`src/rtl/wad_pkg.sv`:
```
package wad_pkg;
   typedef enum logic [1:0] {
      TGT_DATA = 2'b00,
      TGT_MASK = 2'b01,
      TGT_BAD  = 2'b10,
      TGT_REG  = 2'b11
   } wad_tgt_e;

   function automatic wad_tgt_e wad_decode_tgt(input logic [1:0] code);
      return wad_tgt_e'(code);
   endfunction
endpackage

```
`src/rtl/wad_classify.sv`:
```
module wad_classify
   import wad_pkg::*;
#(
   parameter int ADDR_W     = 68,
   parameter int ID_LSB     = 19,
   parameter int REG_ADDR_W = 6
) (
   input  logic                  cmd_valid,
   input  logic [ADDR_W-1:0]     addr_word,
   output logic                  go_reg,
   output logic                  go_data,
   output logic                  go_mask,
   output logic                  go_bad,
   output logic [REG_ADDR_W-1:0] reg_addr
);
   localparam int ID_MSB = ID_LSB + 1;

   wad_tgt_e tgt;
   logic     unused_bits;

   assign unused_bits = ^addr_word;
   assign tgt         = wad_decode_tgt(addr_word[ID_MSB:ID_LSB]);
   assign reg_addr    = addr_word[REG_ADDR_W-1:0];

   always_comb begin
      go_reg  = 1'b0;
      go_data = 1'b0;
      go_mask = 1'b0;
      go_bad  = 1'b0;
      if (cmd_valid) begin
         unique case (tgt)
            TGT_REG:  go_reg  = 1'b1;
            TGT_DATA: go_data = 1'b1;
            TGT_MASK: go_mask = 1'b1;
            default:  go_bad  = 1'b1;
         endcase
      end
   end

   always_comb begin
      a_excl_r12: assert ($onehot0({go_reg, go_data, go_mask, go_bad}));
   end
endmodule

```
`src/rtl/wad_burst_ctr.sv`:
```
module wad_burst_ctr #(
   parameter int BURST_W = 15
) (
   input  logic               clk,
   input  logic               rst_n,
   input  logic               inc,
   input  logic               load,
   input  logic [BURST_W-1:0] load_val,
   output logic [BURST_W-1:0] cnt
);
   localparam logic [BURST_W-1:0] TOP = {BURST_W{1'b1}};

   always_ff @(posedge clk or negedge rst_n) begin
      if (!rst_n)    cnt <= '0;
      else if (load) cnt <= load_val;
      else if (inc)  cnt <= cnt + 1'b1;
   end

   p_step_r5: assert property (@(posedge clk) disable iff (!rst_n)
      (inc && !load) |=> cnt == $past(cnt) + 1'b1);
   p_wrap_r6: assert property (@(posedge clk) disable iff (!rst_n)
      (inc && !load && cnt == TOP) |=> cnt == '0);
   p_load_r9: assert property (@(posedge clk) disable iff (!rst_n)
      load |=> cnt == $past(load_val));
   p_hold_r10: assert property (@(posedge clk) disable iff (!rst_n)
      (!inc && !load) |=> $stable(cnt));
endmodule

```
`src/rtl/wad_out_stage.sv`:
```
module wad_out_stage #(
   parameter int REG_ADDR_W = 6,
   parameter int BURST_W    = 15,
   parameter int DATA_W     = 68
) (
   input  logic                  clk,
   input  logic                  rst_n,
   input  logic                  go_reg,
   input  logic                  go_data,
   input  logic                  go_mask,
   input  logic                  go_bad,
   input  logic [REG_ADDR_W-1:0] reg_addr,
   input  logic [BURST_W-1:0]    burst_addr,
   input  logic [DATA_W-1:0]     data_in,
   output logic                  reg_we,
   output logic                  data_we,
   output logic                  mask_we,
   output logic                  id_err,
   output logic [BURST_W-1:0]    wr_addr,
   output logic [DATA_W-1:0]     data_out
);
   logic [BURST_W-1:0] reg_addr_ext;
   logic [BURST_W-1:0] addr_nxt;

   generate
      if (REG_ADDR_W == BURST_W) begin : g_pad_none
         assign reg_addr_ext = reg_addr;
      end else begin : g_pad_zero
         assign reg_addr_ext = {{(BURST_W-REG_ADDR_W){1'b0}}, reg_addr};
      end
   endgenerate

   assign addr_nxt = go_reg ? reg_addr_ext : burst_addr;

   always_ff @(posedge clk or negedge rst_n) begin
      if (!rst_n) begin
         reg_we   <= 1'b0;
         data_we  <= 1'b0;
         mask_we  <= 1'b0;
         id_err   <= 1'b0;
         wr_addr  <= '0;
         data_out <= '0;
      end else begin
         reg_we   <= go_reg;
         data_we  <= go_data;
         mask_we  <= go_mask;
         id_err   <= go_bad;
         wr_addr  <= addr_nxt;
         data_out <= data_in;
      end
   end

   p_onehot_r12: assert property (@(posedge clk) disable iff (!rst_n)
      $onehot0({reg_we, data_we, mask_we, id_err}));
   p_regaddr_r2: assert property (@(posedge clk) disable iff (!rst_n)
      go_reg |=> wr_addr == $past(reg_addr_ext));
   p_arraddr_r3: assert property (@(posedge clk) disable iff (!rst_n)
      (go_data || go_mask) |=> wr_addr == $past(burst_addr));
   p_data_r11: assert property (@(posedge clk) disable iff (!rst_n)
      1'b1 |=> data_out == $past(data_in));
endmodule

```
`src/rtl/cam_wr_addr_dec.sv`:
```
module cam_wr_addr_dec #(
   parameter int          ADDR_W        = 68,
   parameter int          DATA_W        = 68,
   parameter int          ID_LSB        = 19,
   parameter int          REG_ADDR_W    = 6,
   parameter int          BURST_W       = 15,
   parameter logic [5:0]  BURST_REG_SEL = 6'h2A
) (
   input  logic              clk,
   input  logic              rst_n,
   input  logic              cmd_valid,
   input  logic [ADDR_W-1:0] addr_word,
   input  logic [DATA_W-1:0] wr_data_in,
   output logic              reg_we,
   output logic              data_we,
   output logic              mask_we,
   output logic              id_err,
   output logic [BURST_W-1:0] wr_addr,
   output logic [DATA_W-1:0] wr_data_out
);
   localparam int ID_MSB = ID_LSB + 1;

   generate
      if (ID_MSB >= ADDR_W) begin : g_chk_id
         $error("target field lies outside the address word");
      end
      if (REG_ADDR_W > BURST_W || REG_ADDR_W > ID_LSB) begin : g_chk_reg
         $error("register address field too wide");
      end
      if (BURST_W > DATA_W) begin : g_chk_data
         $error("write data narrower than burst pointer");
      end
      if (REG_ADDR_W < 6 && BURST_REG_SEL >= (6'd1 << REG_ADDR_W)) begin : g_chk_sel
         $error("burst load selector not reachable");
      end
   endgenerate

   logic                  go_reg, go_data, go_mask, go_bad;
   logic [REG_ADDR_W-1:0] reg_addr;
   logic [BURST_W-1:0]    burst_cnt;
   logic                  burst_inc, burst_load;

   wad_classify #(
      .ADDR_W     (ADDR_W),
      .ID_LSB     (ID_LSB),
      .REG_ADDR_W (REG_ADDR_W)
   ) u_cls (
      .cmd_valid (cmd_valid),
      .addr_word (addr_word),
      .go_reg    (go_reg),
      .go_data   (go_data),
      .go_mask   (go_mask),
      .go_bad    (go_bad),
      .reg_addr  (reg_addr)
   );

   assign burst_inc  = go_data | go_mask;
   assign burst_load = go_reg && (reg_addr == BURST_REG_SEL[REG_ADDR_W-1:0]);

   wad_burst_ctr #(
      .BURST_W (BURST_W)
   ) u_ctr (
      .clk      (clk),
      .rst_n    (rst_n),
      .inc      (burst_inc),
      .load     (burst_load),
      .load_val (wr_data_in[BURST_W-1:0]),
      .cnt      (burst_cnt)
   );

   wad_out_stage #(
      .REG_ADDR_W (REG_ADDR_W),
      .BURST_W    (BURST_W),
      .DATA_W     (DATA_W)
   ) u_out (
      .clk        (clk),
      .rst_n      (rst_n),
      .go_reg     (go_reg),
      .go_data    (go_data),
      .go_mask    (go_mask),
      .go_bad     (go_bad),
      .reg_addr   (reg_addr),
      .burst_addr (burst_cnt),
      .data_in    (wr_data_in),
      .reg_we     (reg_we),
      .data_we    (data_we),
      .mask_we    (mask_we),
      .id_err     (id_err),
      .wr_addr    (wr_addr),
      .data_out   (wr_data_out)
   );

   p_idle_r10: assert property (@(posedge clk) disable iff (!rst_n)
      !cmd_valid |=> !(reg_we || data_we || mask_we || id_err));
   p_bad_r8: assert property (@(posedge clk) disable iff (!rst_n)
      (cmd_valid && addr_word[ID_MSB:ID_LSB] == 2'b10) |=> id_err && $stable(burst_cnt));
   p_data_r3: assert property (@(posedge clk) disable iff (!rst_n)
      (cmd_valid && addr_word[ID_MSB:ID_LSB] == 2'b00) |=> data_we);
   p_mask_r4: assert property (@(posedge clk) disable iff (!rst_n)
      (cmd_valid && addr_word[ID_MSB:ID_LSB] == 2'b01) |=> mask_we);
   p_reg_r2: assert property (@(posedge clk) disable iff (!rst_n)
      (cmd_valid && addr_word[ID_MSB:ID_LSB] == 2'b11) |=> reg_we);
endmodule

```
`config.mk`:
```
export PLATFORM = sky130hd
export DESIGN_NAME = cam_wr_addr_dec
export DESIGN_NICKNAME = d
export VERILOG_FILES = /design/src/rtl/wad_pkg.sv /design/src/rtl/wad_classify.sv /design/src/rtl/wad_burst_ctr.sv /design/src/rtl/wad_out_stage.sv /design/src/rtl/cam_wr_addr_dec.sv
export SDC_FILE = /design/constraint.sdc
export NUM_CORES = 1
export LEC_CHECK = 0
export CORE_AREA = 2 2 101 103
export DETAILED_ROUTE_END_ITERATION = 16
export DIE_AREA = 0 0 103 105
export PLACE_DENSITY = 0.77
export SETUP_SLACK_MARGIN = 0.05
export SLEW_MARGIN = 20
export SYNTH_ARGS = -nofsm -noshare
export SYNTH_HDL_FRONTEND = slang
export SYNTH_SLANG_ARGS = --single-unit
```
`constraint.sdc`:
```
create_clock -name clk -period 2.1 [get_ports clk]
set_input_delay 0.42 -clock clk [delete_from_list [all_inputs] [get_ports clk]]
set_output_delay 0.42 -clock clk [all_outputs]
set_load 0.01 [all_outputs]
```
==> impl_metrics.toml <==
[status]
status = "finished clean"

[worst_setup_path]
arrival_ns = 2.11
path_max_fanout = 5
required_ns = 2.33
slowest_stage = "dfrtp_1"
worstPathCellList = "ha_1 > nand3b_4 > or3_4 > or3_1 > a221o_1"
setup.worst_path.start_class = "flip-flop"
r2r_end = "u_ctr.cnt[14]"
path_buf_inv = 0
endpoint_kind = "flip-flop"
reg2reg_slack_ns = 0.22
critical_path_class = "reg -> reg"
r2r_start = "u_ctr.cnt[0]"
critPathTopFamily = "simple AND/OR/NAND/NOR gates"
r2r_cells = 5
cpPeakStageDelay_ns = 0.44

[grt]
track_usage_pct = 13.9
grt_max_degree = 49
grt_antenna_before_repair = 0
grt_pass1_wl_um = 11400
grt-ovfl-total = 0
grt_pass1_vias = 2326

[place]
placed_cells = 511
place_area_sq_um = 5130
io_buffers = 165
routabilityCongestion = 0.869
dp_hpwl_um = 6030

[power]
power.leakage_nw = 2.21
peakVddDrop_mv = 0.361
powerDensity_nw_per_um2 = 768

[clock_network]
cts_tree = "built"
numCtsBuffers = 9
cts_max_path_buffers = 2
clk_latency_ns = 0.34
cts_root_buf = "clkbuf_8"
path_clk_slew_ns = 0.09
cts.sinks = 102
htreeDepth = 3

[yosys]
synth.area.top_cells = "dfrtp_1 80%, xnor2_1 2.7%, o21ai_0 2.2%"
synthDistinctLibCells = 26
async_flop_share_pct = 100
yosysMostFrequentCell = "dfrtp_1"
synth_ff_type = "dfrtp_1"
syn_inst = 202
synth_edf_count = 0
syn_avg_cell_area_sq_um = 15.8
yosys.area.top_type = "dfrtp_1"
mappedNetlistNets = 342
yosysSeqAreaShare_pct = 79.7
synth-seq-cells = 102
syn_area_sq_um = 3200
netlist.area_leader.share_pct = 79.7
netlist_top_cells_count = "102 x dfrtp_1, 18 x nand2_1, 14 x o21ai_0, 10 x xnor2_1, 9 x and2_1"
ys_warn_count = 0

[die]
dieArea_sq_um = 10800
core_sq_um = 9640
die_w_um = 103
initial_core_util_pct = 33.2
die_h_um = 105
io_pins = 226
num_rows = 36

[run]
maxCapViolCount = 0

[sta]
slew_viol_final = 0
worstMarginPinSlew_ns = 0.377
max_freq_ghz = 0.533
setup_viol = 0
hold_violations = 0
period_minus_slack_ns = 1.88
grt_setup_unrepaired = "no"
finClkSkew_ns = 0.00822
max_slew_margin_pct = 74.6
fin_crit_sh_pct = 89.3

[final_layout]
fin_cells = 527
num-fill-cells = 814
drive_gt1_share_pct = 9.90
syn2layout_area_growth_pct = 65.6
fin_area_sq_um = 5300
layout.nets = 530
diodes = 0

[hold_path]
hold_path_end = "u_out.data_out[43]"
hold_path.class = "in -> reg"
hp-start = "wr_data_in[43]"
hold-path-cell-count = 1

[drt]
wl_per_cell_um = 14.6
via_count = 2215
wl_um = 7690
drt-pass1-iter-count = 4
ant_nets = 0
drtIter0Drc = 74
via_per_inst = 4.20
route.detailed.drc = 0
## through the flow
step	power [mW]	setup TNS [ns]	setup WS, ns	hold slack, ns	utilization (%)
CTS	4.14	0	0.222	0.483	55.0
global placement	3.08	-0.307	-0.0866	0.353	53.3
floorplan	2.55	0	0.304	0.124	-
detailed placement	3.10	-0.479	-0.120	0.360	53.3
global route	4.29	0	0.164	0.470	55.0
finish	4.07	0	0.225	0.507	55.0
## report_power, final
part / switching (mW) / internal (mW)
clock: 0.598 / 0.426
sequential: 0.135 / 2.15
combinational: 0.291 / 0.470
## flip-flops by register name, summed over array words and instances, names as in the netlist
signal and count:
u_out.id_err 1, u_out.data_out 68, u_ctr.cnt 15, u_out.reg_we 1, u_out.data_we 1, u_out.wr_addr 15
u_out.mask_we 1
## worst max-delay path by stage
stage / start / end / slack, ns / depth (start not counted)
global route: u_ctr.cnt[0] / u_ctr.cnt[14] / 0.16 / 5
floorplan: u_ctr.cnt[0] / u_ctr.cnt[14] / 0.30 / 5
global placement: cmd_valid / u_ctr.cnt[14] / -0.09 / 7
detailed placement: cmd_valid / u_ctr.cnt[14] / -0.12 / 7
CTS: u_ctr.cnt[0] / u_ctr.cnt[14] / 0.22 / 5
finish: u_ctr.cnt[0] / u_ctr.cnt[14] / 0.22 / 5
## area by class of cell
cell class	count	area (sq um)	share of cell area (%)
sequential	102	2550	48.1
timing repair buffer	182	1790	33.8
multi-input combinational	92	622	11.7
tap	133	166	3.14
clock buffer	12	135	2.55
clock inverter	3	22.5	0.425
inverter	3	11.3	0.212
## cell families after synthesis
kind of cell,Yosys count,synth area share [%]
XOR/XNOR,13,3.56
flip-flops,102,79.7
AO/OA/AOI/OAI,16,2.66
multiplexers,6,2.07
adder cells (fa/ha/maj),1,0.391
buffers and inverters,8,1.02
AND/OR/NAND/NOR,56,10.6
## cells in the final DEF, fill, tap and decap left out, drive strengths merged
cell | synthesis | routed
xor2 | 3 | 3
dlygate4sd3 | 0 | 1
or3 | 2 | 2
nor2b | 3 | 3
xnor2 | 10 | 10
o21ai | 15 | 15
clkdlybuf4s50 | 0 | 164
nor3 | 2 | 2
and2 | 9 | 9
mux2i | 1 | 1
nand4b | 1 | 1
nand3 | 4 | 4
ha | 1 | 1
nor2 | 3 | 3
buf | 2 | 17
nor4 | 7 | 7
inv | 3 | 3
nand3b | 2 | 2
nand2 | 18 | 18
a221o | 1 | 1
mux2 | 5 | 5
clkinvlp | 0 | 3
dfrtp | 102 | 102
nand4 | 5 | 5
clkbuf | 3 | 12
## metal layers
layer,global-route usage [%],routed length (um),up-vias
met5,0,0,-
met4,3.76,19,0
met3,5.22,719,2
met2,24.8,4020,106
li1,-,-,1051
met1,15.3,2930,1056
## timing repair
item | in CTS | in global routing
gates resized for setup | 0 | 0
hold endpoints to repair | 23 | 0
setup buffers | 0 | 0
hold buffers | 1 | 0
Power figures use the tool's default switching activity.
